===== src/rtl/stack_seq_pkg.sv =====
package stack_seq_pkg;

    typedef enum logic [3:0] {
        OP_PUSH    = 4'd0,
        OP_PULL    = 4'd1,
        OP_PULL_ST = 4'd2,
        OP_CALL    = 4'd3,
        OP_RET     = 4'd4,
        OP_SWI     = 4'd5,
        OP_RTI     = 4'd6,
        OP_TO_SP   = 4'd7,
        OP_FROM_SP = 4'd8
    } seq_op_e;

    typedef enum logic [2:0] {
        ACC_NONE,
        ACC_PUSH,
        ACC_PULL,
        ACC_VEC_LO,
        ACC_VEC_HI
    } acc_e;

endpackage


===== src/rtl/stk_port.sv =====
module stk_port
    import stack_seq_pkg::*;
#(
    parameter int AW = 16,
    parameter int SW = 8,
    parameter logic [AW-1:0] PAGE = 'h0100,
    parameter logic [AW-1:0] VEC  = 'hFFFE
) (
    input  acc_e          kind,
    input  logic [SW-1:0] sp,
    output logic [AW-1:0] addr,
    output logic          we,
    output logic [SW-1:0] sp_nxt
);
    always_comb begin
        addr   = PAGE + AW'(sp);
        we     = 1'b0;
        sp_nxt = sp;
        case (kind)
            ACC_PUSH: begin
                we     = 1'b1;
                sp_nxt = sp - 1'b1;
            end
            ACC_PULL: begin
                sp_nxt = sp + 1'b1;
                addr   = PAGE + AW'(sp_nxt);
            end
            ACC_VEC_LO: addr = VEC;
            ACC_VEC_HI: addr = VEC + AW'(1);
            default: ;
        endcase
    end
endmodule


===== src/rtl/stk_nz.sv =====
module stk_nz #(
    parameter int DW   = 8,
    parameter int NBIT = 7,
    parameter int ZBIT = 1
) (
    input  logic [DW-1:0] val,
    input  logic [DW-1:0] base,
    output logic [DW-1:0] flags
);
    always_comb begin
        flags       = base;
        flags[NBIT] = val[DW-1];
        flags[ZBIT] = (val == '0);
    end
endmodule


===== src/rtl/stack_seq.sv =====
module stack_seq
    import stack_seq_pkg::*;
#(
    parameter int DW   = 8,
    parameter int SW   = 8,
    parameter int AW   = 16,
    parameter logic [AW-1:0] PAGE = 'h0100,
    parameter logic [AW-1:0] VEC  = 'hFFFE,
    parameter logic [SW-1:0] SP_INIT = '1,
    parameter int IBIT = 2,
    parameter int NBIT = 7,
    parameter int ZBIT = 1
) (
    input  logic          clk,
    input  logic          rst_n,
    input  logic          start,
    input  logic [3:0]    op,
    input  logic [7:0]    reg_in,
    input  logic [15:0]   pc_in,
    input  logic [7:0]    status_in,
    input  logic [15:0]   target_in,
    output logic [15:0]   mem_addr,
    output logic [7:0]    mem_wdata,
    output logic          mem_we,
    input  logic [7:0]    mem_rdata,
    output logic          busy,
    output logic          done,
    output logic [7:0]    sp_out,
    output logic [15:0]   pc_out,
    output logic [7:0]    status_out,
    output logic [7:0]    data_out
);
    localparam int PCW = 2 * DW;
    localparam int STW = 3;

    typedef struct packed {
        logic           busy;
        logic           done;
        seq_op_e        op;
        logic [STW-1:0] step;
        logic [SW-1:0]  sp;
        logic [PCW-1:0] pc_w;
        logic [DW-1:0]  st_w;
        logic [DW-1:0]  reg_w;
        logic [PCW-1:0] tgt_w;
        logic [DW-1:0]  tmp;
        logic [PCW-1:0] pc_r;
        logic [DW-1:0]  st_r;
        logic [DW-1:0]  data_r;
    } seq_t;

    seq_t           s_d, s_q;
    acc_e           acc;
    logic [DW-1:0]  wdata;
    logic           last;
    logic [SW-1:0]  sp_nxt;
    logic [DW-1:0]  nz_val;
    logic [DW-1:0]  nz_out;
    logic [PCW-1:0] ret_pc;

    stk_port #(.AW(AW), .SW(SW), .PAGE(PAGE), .VEC(VEC)) u_port (
        .kind  (acc),
        .sp    (s_q.sp),
        .addr  (mem_addr),
        .we    (mem_we),
        .sp_nxt(sp_nxt)
    );

    assign nz_val = (s_q.op == OP_FROM_SP) ? DW'(s_q.sp) : mem_rdata;

    stk_nz #(.DW(DW), .NBIT(NBIT), .ZBIT(ZBIT)) u_nz (
        .val  (nz_val),
        .base (s_q.st_w),
        .flags(nz_out)
    );

    assign ret_pc = s_q.pc_w + PCW'(2);

    always_comb begin
        s_d      = s_q;
        s_d.done = 1'b0;
        acc      = ACC_NONE;
        wdata    = '0;
        last     = 1'b0;
        if (!s_q.busy) begin
            if (start) begin
                s_d.busy  = 1'b1;
                s_d.step  = '0;
                s_d.op    = seq_op_e'(op);
                s_d.pc_w  = pc_in;
                s_d.st_w  = status_in;
                s_d.reg_w = reg_in;
                s_d.tgt_w = target_in;
            end
        end else begin
            s_d.step = s_q.step + 1'b1;
            case (s_q.op)
                OP_PUSH: begin
                    acc   = ACC_PUSH;
                    wdata = s_q.reg_w;
                    last  = 1'b1;
                end
                OP_PULL: begin
                    acc        = ACC_PULL;
                    s_d.data_r = mem_rdata;
                    s_d.st_r   = nz_out;
                    last       = 1'b1;
                end
                OP_PULL_ST: begin
                    acc      = ACC_PULL;
                    s_d.st_r = mem_rdata;
                    last     = 1'b1;
                end
                OP_CALL: begin
                    acc   = ACC_PUSH;
                    wdata = (s_q.step == '0) ? s_q.pc_w[PCW-1:DW] : s_q.pc_w[DW-1:0];
                    if (s_q.step == STW'(1)) begin
                        s_d.pc_r = s_q.tgt_w;
                        last     = 1'b1;
                    end
                end
                OP_RET: begin
                    acc = ACC_PULL;
                    if (s_q.step == '0) begin
                        s_d.tmp = mem_rdata;
                    end else begin
                        s_d.pc_r = {mem_rdata, s_q.tmp} + PCW'(1);
                        last     = 1'b1;
                    end
                end
                OP_SWI: begin
                    case (s_q.step)
                        STW'(0): begin acc = ACC_PUSH; wdata = ret_pc[PCW-1:DW]; end
                        STW'(1): begin acc = ACC_PUSH; wdata = ret_pc[DW-1:0]; end
                        STW'(2): begin acc = ACC_PUSH; wdata = s_q.st_w; end
                        STW'(3): begin acc = ACC_VEC_LO; s_d.tmp = mem_rdata; end
                        default: begin
                            acc      = ACC_VEC_HI;
                            s_d.pc_r = {mem_rdata, s_q.tmp};
                            s_d.st_r = s_q.st_w | (DW'(1) << IBIT);
                            last     = 1'b1;
                        end
                    endcase
                end
                OP_RTI: begin
                    acc = ACC_PULL;
                    case (s_q.step)
                        STW'(0): s_d.st_w = mem_rdata;
                        STW'(1): s_d.tmp  = mem_rdata;
                        default: begin
                            s_d.pc_r = {mem_rdata, s_q.tmp};
                            s_d.st_r = s_q.st_w;
                            last     = 1'b1;
                        end
                    endcase
                end
                OP_FROM_SP: begin
                    s_d.data_r = DW'(s_q.sp);
                    s_d.st_r   = nz_out;
                    last       = 1'b1;
                end
                default: begin
                    s_d.st_r = s_q.st_w;
                    last     = 1'b1;
                end
            endcase
            s_d.sp = sp_nxt;
            if (s_q.op == OP_TO_SP) begin
                s_d.sp = SW'(s_q.reg_w);
            end
            if (last) begin
                s_d.busy = 1'b0;
                s_d.done = 1'b1;
            end
        end
    end

    always_ff @(posedge clk) begin
        if (!rst_n) begin
            s_q    <= '0;
            s_q.sp <= SP_INIT;
        end else begin
            s_q <= s_d;
        end
    end

    assign mem_wdata  = wdata;
    assign busy       = s_q.busy;
    assign done       = s_q.done;
    assign sp_out     = s_q.sp;
    assign pc_out     = s_q.pc_r;
    assign status_out = s_q.st_r;
    assign data_out   = s_q.data_r;


    done_pulse_chk: assert property (@(posedge clk) disable iff (!rst_n)
        done |=> !done);


    write_when_busy_chk: assert property (@(posedge clk) disable iff (!rst_n)
        mem_we |-> busy);


    write_in_page_chk: assert property (@(posedge clk) disable iff (!rst_n)
        mem_we |-> (mem_addr[AW-1:SW] == PAGE[AW-1:SW]));


    push_dec_chk: assert property (@(posedge clk) disable iff (!rst_n)
        mem_we |=> (sp_out == SW'($past(sp_out) - 1'b1)));


    idle_sp_chk: assert property (@(posedge clk) disable iff (!rst_n)
        !busy |=> $stable(sp_out));

endmodule


===== config.mk =====
export PLATFORM = sky130hd
export DESIGN_NAME = stack_seq
export DESIGN_NICKNAME = d
export VERILOG_FILES = /design/src/rtl/stack_seq_pkg.sv /design/src/rtl/stk_port.sv /design/src/rtl/stk_nz.sv /design/src/rtl/stack_seq.sv
export SDC_FILE = /design/constraint.sdc
export NUM_CORES = 1
export LEC_CHECK = 0
export CAP_MARGIN = 40
export CORE_MARGIN = 2
export CORE_UTILIZATION = 50
export DETAILED_ROUTE_END_ITERATION = 16
export GPL_ROUTABILITY_DRIVEN = 0
export PLACE_DENSITY = 0.76
export SYNTH_ARGS = -nofsm -noshare
export SYNTH_HDL_FRONTEND = slang
export SYNTH_SLANG_ARGS = --single-unit

===== constraint.sdc =====
create_clock -name clk -period 3.1 [get_ports clk]
set_input_delay 0.465 -clock clk [delete_from_list [all_inputs] [get_ports clk]]
set_output_delay 0.465 -clock clk [all_outputs]
set_load 0.05 [all_outputs]

==> impl_metrics.ini <==
[finish]
drive_above_1_share = 0.110
area_growth_pct = 21.2
fin_nets = 1027
final_util = 0.615
stdcell_count = 1144
final_area_um2 = 8880
diodes = 0
fillers = 1266

[timing]
slew_headroom = 0.597
hold_viol = 0
period_share = 0.986
worst_pin_slew_ps = 605
fin_ws_ps = 42.1
fin_skew_ps = 11.5
period_needed_ps = 3060
drv_slew = 0
holdWs_ps = 455
setup_tns_ps = 0
fmax_ghz = 0.327
setup_viol = 0

[grt]
grt_pass1_wl_um = 32500
grt_max_degree = 113
first_global_vias = 6136
track_usage = 0.254
antenna_found_initial = 0
overflow = 0

[clocking]
cts_buffers = 9
cts_buffer_depth = 2
tritoncts = done
htree_levels = 3
cts_num_sinks = 105
root_buffer = clkbuf_16
postCtsHoldBufs = 0
clk_latency_ps = 360
cts.clk_slew.worst_paths_ps = 70

[synthesis]
ys_seq_area_frac = 0.287
synth_edf_count = 0
synth_most_common_cell = nand2_1
synth_top_area_share = 0.287
synthFlopType = dfxtp_1
async_flop_share = 0
synth.distinct_cells = 78
ys_ff_latch = 105
synth.largest_area_cell = dfxtp_1
synth_fp_nets = 987
avgSynthCellArea_um2 = 8.01
yosysWarningCount = 0
synth_cells = 915
synth_top_cells_by_area = dfxtp_1, nand2_1, a21boi_0
netlist_top_cells_count = nand2_1, dfxtp_1, a21boi_0
synth.cell_area_um2 = 7330

[pwr]
p_seq_frac = 0.425
clockPowerShare = 0.326
leakagePower_nw = 3.40
p_int_mw = 2.43
combPwrFrac = 0.249
switching_share = 0.319
switching_power_mw = 1.14
power_mw = 3.56
vdd.ir_drop.worst_uv = 288
p_per_area_nw_per_um2 = 401

[floorplanning]
die_w_um = 125
fp.dieH_um = 125
die_area_um2 = 15600
core-area_um2 = 14400
initial_core_util = 0.508
ioPinCount = 130
core.rowCount = 44

[setup_path]
ff2ff_setup_slack_ps = 550
reg2reg_to = sp_out[0]
worstPathCellList = inv_1, ha_2, or3_1, nand4_1, o21ai_0, buf_12
setup.worst_path.start_class = register
ff2ff_path_depth = 6
worst-path-buf-inv = 2
path_class = register to primary output
max_stage_delay_ps = 550
crit_family = simple AND/OR/NAND/NOR gates
crit-reg2reg-launch = s_q[100]
worstPathRequired_ps = 2630
worstSetupEndpointType = primary output
crit_arrival_ps = 2590
cp_slowest_cell = o21ai_0
crit_fanout = 10

[route]
vias = 6885
drtIter0Drc = 831
wl_per_cell_um = 17.9
drc = 0
dr.pass1.iters = 6
ant_nets = 0
totalWireLength_um = 20500
via_per_inst = 6.02

[worst_hold_path]
min_path_cells = 2
hold_start = pc_out[7]
hold_class = register to register
hold_end = pc_out[7]

[run]
max_cap_viol_count = 0

[placed_design]
post_dp_cell_area_um2 = 8540
pre_cts_slack_ps = 315
portBuffers = 128
dp.cells = 1126
hpwl_um = 14100

[outcome]
status = finished clean
-- cell type report --
type	count	area [um2]	area share
flip-flops and latches	105	2100	0.237
clock buffers	12	236	0.0266
inverters	14	52.6	0.00592
well taps	184	230	0.0259
repair buffers	162	1800	0.202
multi-input cells	663	4410	0.496
clock inverters	4	51.3	0.00578
-- layout by cell type, fill, tap and decap left out, types with 14 or more instances in the layout --
cell type and instances:
nand2b_1 21, a21boi_0 52, nor3_1 19, buf_4 32, xnor2_1 20, o21ai_0 44, buf_12 26, nand3_1 27
a22oi_1 16, a21oi_1 19, nor2_1 18, o211a_1 17, nor2b_1 22, mux2i_1 30, xor2_1 14, inv_1 14
clkdlybuf4s50_1 103, dfxtp_1 103, a31oi_1 15, nor4_1 14, nand2_1 170
-- power groups by stage --
stage	logic (mW)	registers, mW	clock network, mW
floorplan	0.623	1.49	0
detailed placement	0.873	1.54	0
CTS	0.878	1.51	1.17
global route	0.949	1.52	1.22
global placement	0.864	1.54	0
finish	0.887	1.51	1.16
-- state kept, by name, summed over array words and instances, names as in the netlist --
name	count
status_out	8
s_q	63
sp_out	8
done	1
pc_out	16
busy	1
data_out	8
-- metal layers --
| metal | global-route usage | up-vias | share of wire |
|---|---|---|---|
| met4 | 0.0908 | 0 | 0.025 |
| met3 | 0.0513 | 39 | 0.084 |
| met1 | 0.379 | 3239 | 0.47 |
| met2 | 0.362 | 322 | 0.43 |
| li1 | - | 3285 | - |
| met5 | 0 | - | 0 |
-- logic make-up (layout without fill, tap and decap cells) --
| kind of cell | after synthesis | after routing | share of synthesized area |
|---|---|---|---|
| adder cells (fa/ha/maj) | 10 | 10 | 0.0167 |
| XOR/XNOR | 34 | 34 | 0.0406 |
| flip-flops | 105 | 105 | 0.287 |
| AO/OA/AOI/OAI | 228 | 228 | 0.224 |
| buffers and inverters | 147 | 192 | 0.119 |
| AND/OR/NAND/NOR | 359 | 359 | 0.270 |
| multiplexers | 31 | 31 | 0.0425 |
| other | 1 | 1 | 0.000512 |
-- tightest hold or removal path, delay by kind of cell, from the launching register on --
kind	cells	cell delay, ps
AO/OA/AOI/OAI	1	50
flip-flops	1	310
AND/OR/NAND/NOR	1	50
-- worst max path at each step --
stage / start / end / slack (ps) / cells past startpoint
floorplan: s_q[98] / mem_addr[10] / 120 / 9
global placement: s_q[96] / mem_addr[11] / 400 / 9
detailed placement: s_q[96] / mem_addr[12] / 320 / 9
CTS: s_q[96] / mem_wdata[6] / 0.6 / 8
global route: s_q[96] / mem_addr[6] / -30 / 9
finish: s_q[96] / mem_wdata[5] / 40 / 6
-- what timing repair did --
item | in CTS | in global routing
cloned | 0 | 0
buffers inserted | 2 | 0
pin swaps | 1 | 1
resized for setup | 0 | 7
endpoints found under the setup margin | 8 | 24
Note: power is estimated with default switching activity, not from simulation.
